[src/rtl/wdog_pkg.sv]
package wdog_pkg;

   typedef enum logic {
      SRC_MAIN = 1'b0,
      SRC_SUB  = 1'b1
   } clk_src_e;

   function automatic int max_of3(input int a, input int b, input int c);
      int m;
      m = (a > b) ? a : b;
      return (m > c) ? m : c;
   endfunction

endpackage

[src/rtl/wdog_ratio_sel.sv]
module wdog_ratio_sel
   import wdog_pkg::*;
#(
   parameter int DIV_MAIN_LO = 16,
   parameter int DIV_MAIN_HI = 128,
   parameter int DIV_SUB     = 2,
   parameter int PW          = 7
) (
   input  clk_src_e        src,
   input  logic            div_sel,
   output logic [PW-1:0]   ratio_m1
);

   localparam logic [PW-1:0] LO_M1  = PW'(DIV_MAIN_LO - 1);
   localparam logic [PW-1:0] HI_M1  = PW'(DIV_MAIN_HI - 1);
   localparam logic [PW-1:0] SUB_M1 = PW'(DIV_SUB - 1);

   generate
      if (DIV_MAIN_LO == DIV_MAIN_HI) begin : g_single_main
         always_comb begin
            ratio_m1 = (src == SRC_SUB) ? SUB_M1 : LO_M1;
         end
      end else begin : g_dual_main
         always_comb begin
            if (src == SRC_SUB) begin
               ratio_m1 = SUB_M1;
            end else if (div_sel) begin
               ratio_m1 = HI_M1;
            end else begin
               ratio_m1 = LO_M1;
            end
         end
      end
   endgenerate

endmodule

[src/rtl/wdog_prescaler.sv]
module wdog_prescaler #(
   parameter int PW = 7
) (
   input  logic          clk,
   input  logic          rst_n,
   input  logic          run,
   input  logic [PW-1:0] ratio_m1,
   output logic          tick
);

   logic [PW-1:0] phase;

   // ">=" keeps the wrap safe when the ratio shrinks mid-period
   assign tick = run && (phase >= ratio_m1);

   always_ff @(posedge clk) begin
      if (!rst_n) begin
         phase <= '0;
      end else if (run) begin
         phase <= tick ? '0 : phase + 1'b1;
      end
   end

endmodule

[src/rtl/wdog_downcount.sv]
module wdog_downcount #(
   parameter int CNT_W = 15
) (
   input  logic             clk,
   input  logic             rst_n,
   input  logic             start_wr,
   input  logic             tick,
   output logic [CNT_W-1:0] count,
   output logic             irq
);

   localparam logic [CNT_W-1:0] RELOAD = {CNT_W{1'b1}};

   logic at_zero;
   assign at_zero = (count == '0);

   always_ff @(posedge clk) begin
      if (!rst_n) begin
         count <= RELOAD;
         irq   <= 1'b0;
      end else begin
         irq <= 1'b0;
         if (start_wr) begin
            count <= RELOAD;
         end else if (tick) begin
            if (at_zero) begin
               count <= RELOAD;
               irq   <= 1'b1;
            end else begin
               count <= count - 1'b1;
            end
         end
      end
   end

endmodule

[src/rtl/wdog_prescaled.sv]
module wdog_prescaled
   import wdog_pkg::*;
#(
   parameter int CNT_W       = 15,
   parameter int DIV_MAIN_LO = 16,
   parameter int DIV_MAIN_HI = 128,
   parameter int DIV_SUB     = 2
) (
   input  logic             clk,
   input  logic             rst_n,
   input  logic             src_sub,
   input  logic             div_sel,
   input  logic             start_wr,
   input  logic             halt,
   output logic             irq,
   output logic [CNT_W-1:0] count
);

   localparam int DIV_MAX = max_of3(DIV_MAIN_LO, DIV_MAIN_HI, DIV_SUB);
   localparam int PW      = (DIV_MAX > 2) ? $clog2(DIV_MAX) : 1;

   generate
      if (CNT_W < 2 || CNT_W > 32) begin : g_bad_width
         $error("wdog_prescaled: CNT_W must lie in 2..32");
      end
      if (DIV_MAIN_LO < 2 || DIV_MAIN_HI < 2 || DIV_SUB < 2) begin : g_bad_ratio
         $error("wdog_prescaled: every prescaler ratio must be at least 2");
      end
   endgenerate

   logic          running;
   logic          tick;
   logic [PW-1:0] ratio_m1;

   always_ff @(posedge clk) begin
      if (!rst_n) begin
         running <= 1'b0;
      end else if (start_wr) begin
         running <= 1'b1;
      end
   end

   wdog_ratio_sel #(
      .DIV_MAIN_LO (DIV_MAIN_LO),
      .DIV_MAIN_HI (DIV_MAIN_HI),
      .DIV_SUB     (DIV_SUB),
      .PW          (PW)
   ) i_ratio (
      .src      (clk_src_e'(src_sub)),
      .div_sel  (div_sel),
      .ratio_m1 (ratio_m1)
   );

   wdog_prescaler #(
      .PW (PW)
   ) i_presc (
      .clk      (clk),
      .rst_n    (rst_n),
      .run      (running && !halt),
      .ratio_m1 (ratio_m1),
      .tick     (tick)
   );

   wdog_downcount #(
      .CNT_W (CNT_W)
   ) i_cnt (
      .clk      (clk),
      .rst_n    (rst_n),
      .start_wr (start_wr),
      .tick     (tick),
      .count    (count),
      .irq      (irq)
   );

endmodule

[config.mk]
export PLATFORM = sky130hd
export DESIGN_NAME = wdog_prescaled
export DESIGN_NICKNAME = d
export VERILOG_FILES = /design/src/rtl/wdog_pkg.sv /design/src/rtl/wdog_ratio_sel.sv /design/src/rtl/wdog_prescaler.sv /design/src/rtl/wdog_downcount.sv /design/src/rtl/wdog_prescaled.sv
export SDC_FILE = /design/constraint.sdc
export NUM_CORES = 1
export LEC_CHECK = 0
export CELL_PAD_IN_SITES_DETAIL_PLACEMENT = 1
export CELL_PAD_IN_SITES_GLOBAL_PLACEMENT = 1
export CORE_MARGIN = 1
export CORE_UTILIZATION = 28
export DETAILED_ROUTE_END_ITERATION = 7
export GPL_TIMING_DRIVEN = 0
export MAX_ROUTING_LAYER = met4
export PLACE_DENSITY_LB_ADDON = 0.1
export SYNTH_ARGS = -nofsm -noshare
export SYNTH_HDL_FRONTEND = slang
export SYNTH_SLANG_ARGS = --single-unit
[constraint.sdc]
create_clock -name clk -period 4.45 [get_ports clk]
set_input_delay 0.445 -clock clk [delete_from_list [all_inputs] [get_ports clk]]
set_output_delay 0.445 -clock clk [all_outputs]
set_load 0.005 [all_outputs]
Word-level counts from Yosys, hierarchy flattened
Cells that the tools add are included.
Operators by class
  muxes and demuxes: 5
  $lt $le $gt $ge: 1
  add/subtract/negate cells: 2
  reduce and logical (&&, ||, !) cells: 6
  bitwise gates (word level): 2
Operator list (number)
  $mux W7: 3
  $logic_not A15 Y1: 1
  $mux W15: 1
  $sub A15 B1 Y15 const B: 1
  $add A7 B1 Y7 const B: 1
  $ge A7 B7 Y1: 1
  $reduce_or A3 Y1: 1
  $logic_and A1 B1 Y1: 2
  $not A1 Y1: 2
  $reduce_or A2 Y1: 1
  $logic_not A1 Y1: 1
  $mux W1: 1
Storage, ports and cells
  output and inout port bits: 16
  input bits: 6
  word-level logic and storage cells: 20
  register bits: 24

Logic depth before layout (Yosys ltp)
  word-level depth: 6
  mapped depth: 9
  mapped depth without buffers: 6

Cells and area by module
A second synthesis with hierarchy kept.
Unflattened totals
  cells, all modules: 148
  area, all modules: 1348.8 sq um
Modules (own cells, without submodules)
  wdog_downcount: area each 757.0 sq um, cells each 81, times used 1, sequential area each 320.3 sq um
  wdog_prescaler: area each 506.7 sq um, cells each 56, times used 1, sequential area each 140.1 sq um
  wdog_ratio_sel: area each 51.3 sq um, cells each 8, times used 1, sequential area each 0.0 sq um
  wdog_prescaled: area each 33.8 sq um, cells each 3, times used 1, sequential area each 20.0 sq um

Worst setup path after synthesis
No wires, ideal clock.
  kind: input-to-reg
  start point: input src_sub
  end point: register i_cnt.count[1]
  stages: 9
  library setup time: 0.106 ns
  slack: 2.109 ns
  data required time: 4.344 ns
  buffers on the path: 3
  arrival time: 2.235 ns
  path through: nand2b_1 > ha_1 > a211oi_1 > o211a_1 > clkbuf_1 > clkbuf_1 > clkbuf_1 > o21ai_0 > o311ai_0
Between the ends
  cells in the longest elaborated chain, start to end: 3
Ends and longest elaborated chain
  from (decl): line wdog_prescaled.sv:11  | input logic src_sub,
  $mux W7: line wdog_ratio_sel.sv:25  | if (src == SRC_SUB) begin
  $ge A7 B7 Y1: line wdog_prescaler.sv:14  | assign tick = run && (phase >= ratio_m1);
  $logic_and A1 B1 Y1: line wdog_prescaler.sv:14
  to (signal assigned): line wdog_downcount.sv:30  | count <= count - 1'b1;
  to (decl): line wdog_downcount.sv:8  | output logic [CNT_W-1:0] count,
Every way passes these cells.
A chain may end at the register's enable or synchronous reset.

Worst setup path in the final report
Ends and elaborated chain as after synthesis.

==> flow_metrics.py <==
metrics = {
    "status": {
        "status": "complete, no violations",
    },
    "logic_synthesis": {
        "synth_top_area_share_pct": 37.2,
        "synth-edff-count": 0,
        "yosys-top-cells-count": "dfxtp_1 (24), nor2_1 (10), or4_1 (9), ha_1 (8), o31ai_1 (8)",
        "async_flop_share_pct": 0,
        "syn_area_per_cell_um2": 9.03,
        "yosysSeqAreaShare_pct": 37.2,
        "synth_top_cell_by_area": "dfxtp_1",
        "synth.cell_area_um2": 1290,
        "synth_area_leaders": "dfxtp_1 (37%), ha_1 (7.8%), or4_1 (5.2%), o31ai_1 (4.7%), nand4_1 (3.4%)",
        "synth_top_flop_cell": "dfxtp_1",
        "yosys.cell_count.top_type": "dfxtp_1",
        "syn_inst": 143,
        "ys_types": 37,
        "syn-num-nets": 157,
        "yosysWarnings": 0,
        "ys_ff_latch": 24,
    },
    "min_path": {
        "hold_end": "i_cnt.count[8]",
        "min_path_type": "reg -> reg",
        "hold_start": "i_cnt.count[8]",
        "min_path_cells": 2,
    },
    "pwr": {
        "ir_drop_mv": 0.179,
        "p_per_area_nw_per_um2": 243,
        "leakagePower_nw": 0.531,
        "fin_total_pwr_mw": 0.393,
    },
    "floorplan": {
        "start_util_pct": 29.5,
        "die_h_um": 69.9,
        "die_w_um": 69.9,
        "die-area_um2": 4890,
        "ios": 22,
        "coreArea_um2": 4380,
        "fp-row-count": 24,
    },
    "critical_path": {
        "worstSetupStartpointType": "input pin",
        "arrival_ps": 3450,
        "rrSetupSlack_ps": 1640,
        "rr_endpoint": "i_cnt.count[1]",
        "cp.required_ps": 4610,
        "worst-path-max-fanout": 10,
        "worst-r2r-cell-count": 8,
        "end_kind": "register",
        "r2r-start": "i_presc.phase[1]",
        "worstSetupPathType": "in -> reg",
    },
    "timing": {
        "min_period_over_period_pct": 74.0,
        "timing.setup.tns_ps": 0,
        "whs_ps": 515,
        "fmax_mhz": 304,
        "rsz0062_at_grt": "no",
        "relSlewSlack_pct": 58.0,
        "hold_viol_final": 0,
        "final.setup_skew_ps": 4.40,
        "finalSetupViolations": 0,
        "fin_ws_ps": 1160,
        "slew_viol_final": 0,
        "worstMarginPinSlew_ps": 627,
        "fin_crit_ps": 3290,
    },
    "final_layout": {
        "fin_cells": 220,
        "final_util_pct": 37.0,
        "final_nets": 183,
        "antennaDiodeCount": 0,
        "final_area_um2": 1620,
        "area_delta_synth_final_pct": 25.6,
        "drive_above_1_share_pct": 7.74,
    },
    "cts": {
        "numCtsBuffers": 3,
        "cts_setup_buffers": 0,
        "clk_pin_slew_ps": 90,
        "clock_latency_ps": 270,
        "cts_buffer_depth": 2,
        "cts_resized": 0,
        "cts.sinks": 24,
        "root_buffer": "clkbuf_8",
        "cts_tree": "yes",
        "ctsHoldBuffers": 0,
        "htree_levels": 1,
    },
    "routing": {
        "drt_iter0_drc": 31,
        "drt_wl_total_mm": 3.55,
        "vias": 1224,
        "avgRoutedWirePerCell_um": 16.1,
        "ant_nets": 0,
        "viasPerCell": 5.56,
        "drc": 0,
        "dr.pass1.iters": 4,
    },
    "placed_design": {
        "hpwl_mm": 2.63,
        "placed_cell_area_um2": 1570,
        "pre_cts_ws_ps": 896,
        "portBuffers": 21,
        "placedCellCount": 216,
        "place.gp.congestion": 0.708,
    },
    "global_routing": {
        "grtUsageTotal_pct": 15.8,
        "grt_max_degree": 14,
        "grt_overflow": 0,
        "grt_pass1_vias": 1217,
        "grt_antenna_before_repair": 0,
        "grt_pass1_wl_mm": 6.07,
    },
    "run": {
        "cap_violations": 0,
    },
}
[registers in the layout, summed over array words and instances, names as in the netlist]
signal	flops
i_cnt.count	15
running	1
i_cnt.irq	1
i_presc.phase	7
[placed cells by master (no fill, tap or decap), types with 2 or more instances in the layout]
master / instances
nand4_1: 7
o21ai_1: 2
or3_2: 4
o21a_1: 2
o21ai_0: 5
nand3_1: 3
nor4_1: 4
mux2i_1: 3
or2_2: 2
ha_1: 8
xor2_1: 3
nand2b_1: 3
or4_2: 2
inv_1: 4
xnor2_1: 2
o31ai_1: 8
or3_1: 5
a211oi_1: 2
and2_1: 2
clkdlybuf4s50_1: 21
clkbuf_8: 4
or4_1: 9
nand2_1: 5
nor3_1: 3
o211ai_1: 3
dfxtp_1: 24
nor2_1: 10
o2111ai_1: 2
nor2b_1: 2
clkbuf_1: 5
[critical path, stage by stage]
cell	delay, ps
clkdlybuf4s50_1	460
nand2b_1	220
ha_1	310
a211oi_1	220
o211a_1	240
clkbuf_1	400
clkbuf_1	440
clkbuf_1	440
o21ai_0	160
o311ai_0	110
[cells by family after synthesis]
kind of cell / count (synthesis) / synth area share [%]
and+or+nand+nor: 65 / 30.6
AOI/OAI and AO/OA: 29 / 16.1
DFF: 24 / 37.2
buffers and inverters: 9 / 2.62
adders and majority gates: 8 / 7.75
xor gates and xnor gates: 5 / 3.39
muxes: 3 / 2.33
[layout make-up]
| type | count | area, um^2 |
|---|---|---|
| flip-flops and latches | 24 | 480 |
| repair buffers | 21 | 210 |
| clock buffers | 4 | 55.1 |
| well taps | 52 | 65.1 |
| plain buffers | 5 | 18.8 |
| fillers | 515 | 2760 |
| inverters | 4 | 15.0 |
| multi-input cells | 110 | 777 |
[how the worst max path moves through the flow]
stage	endpoint	from	cells past startpoint	slack (ps)
2_1_floorplan	i_cnt.count[1]	src_sub	9	2110
3_3_place_gp	i_cnt.count[1]	src_sub	10	940
3_5_place_dp	i_cnt.count[1]	src_sub	10	900
4_1_cts	i_cnt.count[1]	src_sub	10	1170
5_1_grt	i_cnt.count[1]	src_sub	10	930
6_report	i_cnt.count[1]	src_sub	10	1160
[metal layers]
metal / part of all wire [%] / track usage, %
met1: 48 / 20.3
met5: 0 / -
met4: 0.59 / 2.00
met3: 2.8 / 3.61
met2: 49 / 26.2
[where the power goes]
part	leakage [nW]	switching (mW)	internal [mW]	total, mW
registers	0.194	0.00191	0.216	0.218
clock network	0.0288	0.0732	0.0791	0.152
logic	0.308	0.0127	0.0102	0.0229
(Power assumes the default switching activity.)
